--- src/rtl/step_adapt_pkg.sv ---
package step_adapt_pkg;

  typedef enum logic [2:0] {
    PH_FIR  = 3'd0,
    PH_INIT = 3'd1,
    PH_L2   = 3'd2,
    PH_L4   = 3'd3,
    PH_L8   = 3'd4,
    PH_L16  = 3'd5
  } phase_e;

  // log2 of the averaging length used in each scheduled phase
  function automatic logic [2:0] phase_lg(input phase_e p);
    case (p)
      PH_L2:   return 3'd1;
      PH_L4:   return 3'd2;
      PH_L8:   return 3'd3;
      PH_L16:  return 3'd4;
      default: return 3'd0;
    endcase
  endfunction

endpackage

--- src/rtl/sam_history.sv ---
module sam_history #(
  parameter int DW    = 24,
  parameter int DEPTH = 16,
  localparam int LG   = $clog2(DEPTH),
  localparam int SW   = DW + LG
) (
  input  logic                 clk,
  input  logic                 rst_n,
  input  logic                 shift_en,
  input  logic                 preload,
  input  logic signed [DW-1:0] din,
  output logic signed [DW-1:0] two_back,
  output logic signed [SW-1:0] sums_o [LG+1]
);

  logic signed [DW-1:0] hist [DEPTH-1];
  logic signed [DW-1:0] win  [DEPTH];
  logic signed [SW-1:0] pre  [DEPTH+1];

  // window: current sample first, then older samples; a refill sees only din
  assign win[0] = din;
  for (genvar i = 1; i < DEPTH; i++) begin : g_win
    assign win[i] = preload ? din : hist[i-1];
  end

  assign pre[0] = '0;
  for (genvar i = 0; i < DEPTH; i++) begin : g_pre
    assign pre[i+1] = pre[i] + SW'(win[i]);
  end

  for (genvar k = 0; k <= LG; k++) begin : g_sum
    assign sums_o[k] = pre[1 << k];
  end

  assign two_back = hist[1];

  always_ff @(posedge clk) begin
    if (!rst_n) begin
      for (int i = 0; i < DEPTH-1; i++) hist[i] <= '0;
    end else if (shift_en) begin
      if (preload) begin
        for (int i = 0; i < DEPTH-1; i++) hist[i] <= din;
      end else begin
        hist[0] <= din;
        for (int i = 1; i < DEPTH-1; i++) hist[i] <= hist[i-1];
      end
    end
  end

  AST_PRELOAD_FILL: assert property (@(posedge clk) disable iff (!rst_n)
    shift_en && preload |=> hist[0] == $past(din) && hist[DEPTH-2] == $past(din))
    else $error("history refill incomplete");

endmodule

--- src/rtl/sam_step_detect.sv ---
module sam_step_detect #(
  parameter int DW  = 24,
  parameter int THR = 83886
) (
  input  logic signed [DW-1:0] cur,
  input  logic signed [DW-1:0] ref_smp,
  output logic                 hit
);

  logic signed [DW:0] diff;
  logic        [DW:0] mag;

  assign diff = {cur[DW-1], cur} - {ref_smp[DW-1], ref_smp};
  assign mag  = diff[DW] ? (DW+1)'(-diff) : (DW+1)'(diff);
  assign hit  = mag > (DW+1)'(THR);

endmodule

--- src/rtl/sam_schedule.sv ---
module sam_schedule
  import step_adapt_pkg::*;
#(
  parameter int RUN_L2  = 2,
  parameter int RUN_L4  = 4,
  parameter int RUN_L8  = 8,
  parameter int RUN_L16 = 6,
  localparam int CW     = 4
) (
  input  logic       clk,
  input  logic       rst_n,
  input  logic       advance,
  input  logic       en,
  input  logic       trig,
  input  logic       chop,
  output logic       use_avg,
  output logic [2:0] len_lg,
  output logic       settle_q
);

  phase_e          ph_q, ph_n, cur, nxt;
  logic [CW-1:0]   cnt_q, cnt_n, lim;

  always_comb begin
    ph_n    = ph_q;
    cnt_n   = cnt_q;
    use_avg = 1'b0;
    len_lg  = 3'd0;
    cur     = (ph_q == PH_INIT) ? PH_L2 : ph_q;
    case (cur)
      PH_L2:   begin lim = CW'(RUN_L2);  nxt = PH_L4;  end
      PH_L4:   begin lim = CW'(RUN_L4);  nxt = PH_L8;  end
      PH_L8:   begin lim = CW'(RUN_L8);  nxt = PH_L16; end
      PH_L16:  begin lim = CW'(RUN_L16); nxt = PH_FIR; end
      default: begin lim = CW'(1);       nxt = PH_FIR; end
    endcase
    if (!en) begin
      ph_n  = PH_FIR;
      cnt_n = '0;
    end else if (trig) begin
      ph_n    = PH_INIT;
      cnt_n   = '0;
      use_avg = 1'b1;
      len_lg  = chop ? 3'd1 : 3'd0;
    end else if (ph_q != PH_FIR) begin
      use_avg = 1'b1;
      len_lg  = phase_lg(cur);
      if (cnt_q == lim - CW'(1)) begin
        cnt_n = '0;
        ph_n  = nxt;
      end else begin
        cnt_n = cnt_q + CW'(1);
        ph_n  = cur;
      end
    end
  end

  always_ff @(posedge clk) begin
    if (!rst_n) begin
      ph_q     <= PH_FIR;
      cnt_q    <= '0;
      settle_q <= 1'b0;
    end else if (advance) begin
      ph_q     <= ph_n;
      cnt_q    <= cnt_n;
      settle_q <= use_avg;
    end
  end

  AST_RUN_LIMIT: assert property (@(posedge clk) disable iff (!rst_n)
    ph_q == PH_L16 |-> cnt_q < CW'(RUN_L16))
    else $error("final run too long");
  AST_TRIG_RESTART: assert property (@(posedge clk) disable iff (!rst_n)
    advance && en && trig |=> ph_q == PH_INIT && settle_q)
    else $error("trigger did not restart schedule");
  AST_DISABLED_IDLE: assert property (@(posedge clk) disable iff (!rst_n)
    advance && !en |=> ph_q == PH_FIR && !settle_q)
    else $error("averaging while disabled");
  AST_EXIT_CLEARS: assert property (@(posedge clk) disable iff (!rst_n)
    advance && en && !trig && ph_q == PH_L16 && cnt_q == CW'(RUN_L16 - 1)
    |=> ph_q == PH_FIR && settle_q)
    else $error("schedule exit wrong");

endmodule

--- src/rtl/step_adapt_avg.sv ---
module step_adapt_avg
  import step_adapt_pkg::*;
#(
  parameter int DW      = 24,
  parameter int DEPTH   = 16,
  parameter int THR_DIV = 100,
  localparam int LG     = $clog2(DEPTH),
  localparam int SW     = DW + LG,
  localparam int THR    = ((2**(DW-1)) - 1 + THR_DIV/2) / THR_DIV
) (
  input  logic          clk,
  input  logic          rst_n,
  input  logic          smp_valid,
  output logic          smp_ready,
  input  logic [DW-1:0] smp_data,
  input  logic          fir_valid,
  output logic          fir_ready,
  input  logic [DW-1:0] fir_data,
  input  logic          chan_switch,
  input  logic          chop_on,
  input  logic          adapt_en,
  input  logic          single_shot,
  input  logic          conv_req,
  output logic          res_valid,
  input  logic          res_ready,
  output logic [DW-1:0] res_data
  ,output logic         settling
);

  logic slot_free, fire, chan_pend, chan_now, primed, preload;
  logic step_hit, trig, use_avg, armed_q, emit;
  logic [2:0]           len_lg;
  logic signed [DW-1:0] two_back;
  logic signed [SW-1:0] sums [LG+1];
  logic signed [DW-1:0] avg_k [LG+1];
  logic signed [DW-1:0] avg_val;
  logic        [DW-1:0] result;

  // joined input streams, single output register
  assign slot_free = !res_valid || res_ready;
  assign smp_ready = slot_free && fir_valid;
  assign fir_ready = slot_free && smp_valid;
  assign fire      = slot_free && smp_valid && fir_valid;

  assign chan_now = chan_pend || chan_switch;
  assign preload  = chan_now || !primed;
  assign trig     = chan_now || (!preload && step_hit);

  always_ff @(posedge clk) begin
    if (!rst_n) begin
      chan_pend <= 1'b0;
      primed    <= 1'b0;
    end else if (fire) begin
      chan_pend <= 1'b0;
      primed    <= 1'b1;
    end else if (chan_switch) begin
      chan_pend <= 1'b1;
    end
  end

  sam_history #(.DW(DW), .DEPTH(DEPTH)) u_hist (
    .clk      (clk),
    .rst_n    (rst_n),
    .shift_en (fire),
    .preload  (preload),
    .din      ($signed(smp_data)),
    .two_back (two_back),
    .sums_o   (sums)
  );

  sam_step_detect #(.DW(DW), .THR(THR)) u_step (
    .cur     ($signed(smp_data)),
    .ref_smp (two_back),
    .hit     (step_hit)
  );

  sam_schedule u_sched (
    .clk      (clk),
    .rst_n    (rst_n),
    .advance  (fire),
    .en       (adapt_en),
    .trig     (trig),
    .chop     (chop_on),
    .use_avg  (use_avg),
    .len_lg   (len_lg),
    .settle_q (settling)
  );

  for (genvar k = 0; k <= LG; k++) begin : g_avg
    assign avg_k[k] = DW'(sums[k] >>> k);
  end
  assign avg_val = avg_k[len_lg];
  assign result  = use_avg ? avg_val : fir_data;

  // single-shot gating
  assign emit = !single_shot || armed_q || conv_req || settling;

  always_ff @(posedge clk) begin
    if (!rst_n) begin
      armed_q   <= 1'b0;
      res_valid <= 1'b0;
      res_data  <= '0;
    end else begin
      if (fire) armed_q <= emit ? 1'b0 : armed_q;
      else      armed_q <= armed_q || conv_req;
      if (fire) begin
        res_valid <= emit;
        if (emit) res_data <= result;
      end else if (res_ready) begin
        res_valid <= 1'b0;
      end
    end
  end

  AST_RES_HOLD: assert property (@(posedge clk) disable iff (!rst_n)
    res_valid && !res_ready |=> res_valid && $stable(res_data))
    else $error("result changed under back-pressure");
  AST_OFF_PASS: assert property (@(posedge clk) disable iff (!rst_n)
    fire && !adapt_en && !single_shot |=> res_valid && res_data == $past(fir_data) && !settling)
    else $error("disabled path not FIR");
  AST_SINGLE_GATE: assert property (@(posedge clk) disable iff (!rst_n)
    fire && single_shot && !armed_q && !conv_req && !settling |=> !res_valid)
    else $error("unrequested single-shot result");
  AST_CHAN_FIRST: assert property (@(posedge clk) disable iff (!rst_n)
    fire && adapt_en && chan_now && !single_shot |=> res_data == $past(smp_data) && settling)
    else $error("channel switch result wrong");

endmodule

--- config.mk ---
export PLATFORM = sky130hd
export DESIGN_NAME = step_adapt_avg
export DESIGN_NICKNAME = d
export VERILOG_FILES = /design/src/rtl/step_adapt_pkg.sv /design/src/rtl/sam_history.sv /design/src/rtl/sam_step_detect.sv /design/src/rtl/sam_schedule.sv /design/src/rtl/step_adapt_avg.sv
export SDC_FILE = /design/constraint.sdc
export NUM_CORES = 2
export LEC_CHECK = 0
export BUFFER_PORTS_ARGS = -buffer_cell sky130_fd_sc_hd__buf_2
export CAP_MARGIN = 20
export CORE_MARGIN = 2
export CORE_UTILIZATION = 30
export DETAILED_ROUTE_END_ITERATION = 6
export SLEW_MARGIN = 30
export SYNTH_ARGS = -nofsm -noshare
export SYNTH_HDL_FRONTEND = slang
export SYNTH_SLANG_ARGS = --single-unit
--- constraint.sdc ---
create_clock -name clk -period 15.86 [get_ports clk]
set_input_delay 3.172 -clock clk [delete_from_list [all_inputs] [get_ports clk]]
set_output_delay 3.172 -clock clk [all_outputs]
set_load 0.02 [all_outputs]
==> run_results.csv <==
group,metric,value,unit
floorplanning,die_y,337,um
route,dr.pass1.iters,6,
layout,final_common_cell,"edfxtp_1",
timing,finalSetupViolCount,0,
global_routing,grt_pass1_wl,153000,um
clock_network,numCtsBuffers,46,
route,vias,25700,
yosys,synth_ff_type,"edfxtp_1",
setup_path,worst-setup-path-type,"primary input to flop",
clock_network,ctsHoldBuffers,0,
floorplanning,rows,122,
timing,worst_pin_slew,1.09,ns
min_path,min_from,"res_data[12]$_SDFFE_PN0P_",
yosys,synth_cell_types,97,
yosys,ys_seq_area_share,34.7,%
setup_path,cpMaxStageDelayCell,"fa_1",
setup_path,regToRegStartpoint,"chan_pend$_SDFFE_PP0P_",
placement,hpwl,71800,um
floorplanning,die-area,0.113,mm2
global_routing,antenna_found_initial,8,
yosys,syn_area,0.0332,mm2
global_routing,grt_max_degree,123,
route,ant_nets,0,
yosys,ys_ff_latch,396,
floorplanning,start_util,30.1,%
clock_network,cts_tree,"yes",
floorplanning,dieWidth,337,um
route,first_iter_violations,2068,
setup_path,cp-start-kind,"primary input",
setup_path,cpLargestDelayFamily,"adder cells",
timing,min_period,15.22,ns
floorplanning,core_area,0.110,mm2
yosys,synth_edf_count,360,
global_routing,track_usage,17.5,%
route,viasPerCell,5.07,
setup_path,worst_setup_path_end_kind,"flop",
timing,finalClockSkew,0.0241,ns
setup_path,max_stage_delay,0.50,ns
layout,final_cell_mix,"360 x edfxtp_1, 335 x inv_1, 324 x buf_4",
setup_path,r2r_end,"res_data[23]$_SDFFE_PN0P_",
layout,final_nets,4013,
setup_path,r2r_cells,60,
layout,area_growth,17.9,%
setup_path,worstPathArrival,15.69,ns
clock_network,clockBufferDepth,3,
min_path,holdCritPathClass,"flop to flop",
setup_path,r2r_setup_slack,3.00,ns
yosys,syn-num-nets,3742,
yosys,yosysWarnings,0,
timing,slew_viol_final,0,
floorplanning,pin_count,86,
min_path,whs_path_depth,2,
setup_path,worstPathRequired,16.34,ns
placement,port_buffers,85,
yosys,postSynth.asyncResetShare,0,%
job,drv_cap,0,
route,drc,0,
setup_path,path_max_fanout,4,
run_status,status,"finished, final reports clean",
setup_path,cp_num_buf_inv,8,
timing,fmax,0.0657,GHz
clock_network,clock_sink_count,396,
global_routing,grt_pass1_vias,25800,
layout,final_layout_size_suffix_gt1_share,16.5,%
route,routed_wl,99100,um
yosys,synth_cells,3267,
route,wire_per_inst,19.6,um
setup_path,crit_top_cell,"xnor2_1",
clock_network,clockRootBuffer,"clkbuf_16",
yosys,synth.avg_cell_area,10.2,um2
placement,place.gp.congestion,0.903,
timing,relSlewSlack,27.6,%
layout,finish.utilization,35.5,%
timing,hold_violations,0,
setup_path,path_depth,62,
clock_network,clkTransAtPathRegs,0.06,ns
min_path,holdPathEnd,"res_data[12]$_SDFFE_PN0P_",
timing,period_share,95.9,%
clock_network,ctsHtreeMaxLevel,2,
global_routing,grt_overflow,0,
clock_network,clk_latency,0.60,ns
==> metrics by stage <==
stage	hold slack (ns)	area [um2]	setup TNS (ns)	worst slack, ns	instances
after floorplan	0.436	33200	0	0.0179	3267
after global placement	0.449	37200	-3.71	-1.16	4967
after detailed placement	0.460	37200	-4.46	-1.31	4967
after CTS	0.469	38800	0	0.0344	5053
after global routing	0.488	39100	-0.0197	-0.0197	5064
final	0.471	39100	0	0.642	5066
==> worst max-delay path by stage <==
stage,startpoint,endpoint,slack (ns)
3_5_place_dp,chan_switch,res_data[23]$_SDFFE_PN0P_,-1.31
3_3_place_gp,chan_switch,res_data[23]$_SDFFE_PN0P_,-1.16
5_1_grt,chan_switch,res_data[23]$_SDFFE_PN0P_,-0.02
2_1_floorplan,chan_switch,res_data[23]$_SDFFE_PN0P_,0.02
4_1_cts,chan_switch,res_data[23]$_SDFFE_PN0P_,0.03
6_report,chan_switch,res_data[23]$_SDFFE_PN0P_,0.64
==> area by class of cell <==
type	instances	area, um2
diodes	3	7.51
clock buffers	64	1300
clock inverters	21	224
fillers	11300	71100
inverters	335	1260
multi-input cells	2344	20000
flip-flops and latches	396	11500
well taps	1488	1860
repair buffers	415	2980
==> per-layer routing <==
layer / part of all wire (%) / track usage (%)
met1: 45 / 24.5
met2: 45 / 27.8
met3: 6.5 / 2.97
met4: 2.6 / 4.57
met5: 0.012 / 0
==> cell families after synthesis <==
kind of cell / after synthesis / share of synthesized area, %
compound gates: 956 / 20.1
mux: 56 / 1.74
flops: 396 / 34.7
simple gates: 775 / 11.9
fa+ha+maj: 417 / 21.6
xor+xnor: 140 / 3.76
buf+inv: 527 / 6.10
==> worst reg2reg max path, delay by kind of cell (launching register included) <==
family / cells / cell delay (ns)
adders and majority gates: 11 / 4.24
and+or+nand+nor: 11 / 2.01
DFF: 1 / 0.40
AOI/OAI and AO/OA: 17 / 2.83
xor gates and xnor gates: 11 / 2.07
buffers and inverters: 10 / 1.21
==> synth_stat cells, types with 28 or more instances <==
cell type / n / share of area, %
edfxtp_1: 360 / 33
inv_1: 335 / 3.8
a21o_1: 295 / 6.7
fa_1: 260 / 16
a21oi_1: 219 / 3.3
nor2_1: 194 / 2.2
and2_1: 187 / 3.5
clkbuf_1: 162 / 1.8
ha_1: 157 / 5.9
nand2_1: 156 / 1.8
xnor2_1: 101 / 2.7
o21ai_0: 96 / 1.4
a22o_1: 88 / 2.3
nor3_1: 46 / 0.69
mux2i_1: 43 / 1.3
and3_1: 40 / 0.75
nand3_1: 38 / 0.57
a21boi_0: 37 / 0.84
xor2_1: 37 / 0.98
dfxtp_1: 36 / 2.2
a211oi_1: 28 / 0.63
==> registers in the layout, indices dropped and copies added, names as in the netlist, 3 cells and up <==
| register | count |
|---|---|
| u_sched.ph_q | 3 |
| res_data | 24 |
| u_hist.hist | 360 |
| u_sched.cnt_q | 4 |
==> repair_timing <==
item,in CTS,in global routing
endpoints found under the setup margin,3,6
gates cloned,0,1
gates resized for setup,18,59
setup buffers,1,8
pin swaps,1,28
Power is not shown: default switching activity piles up to over one toggle a cycle in this logic, so the estimate is an artifact.
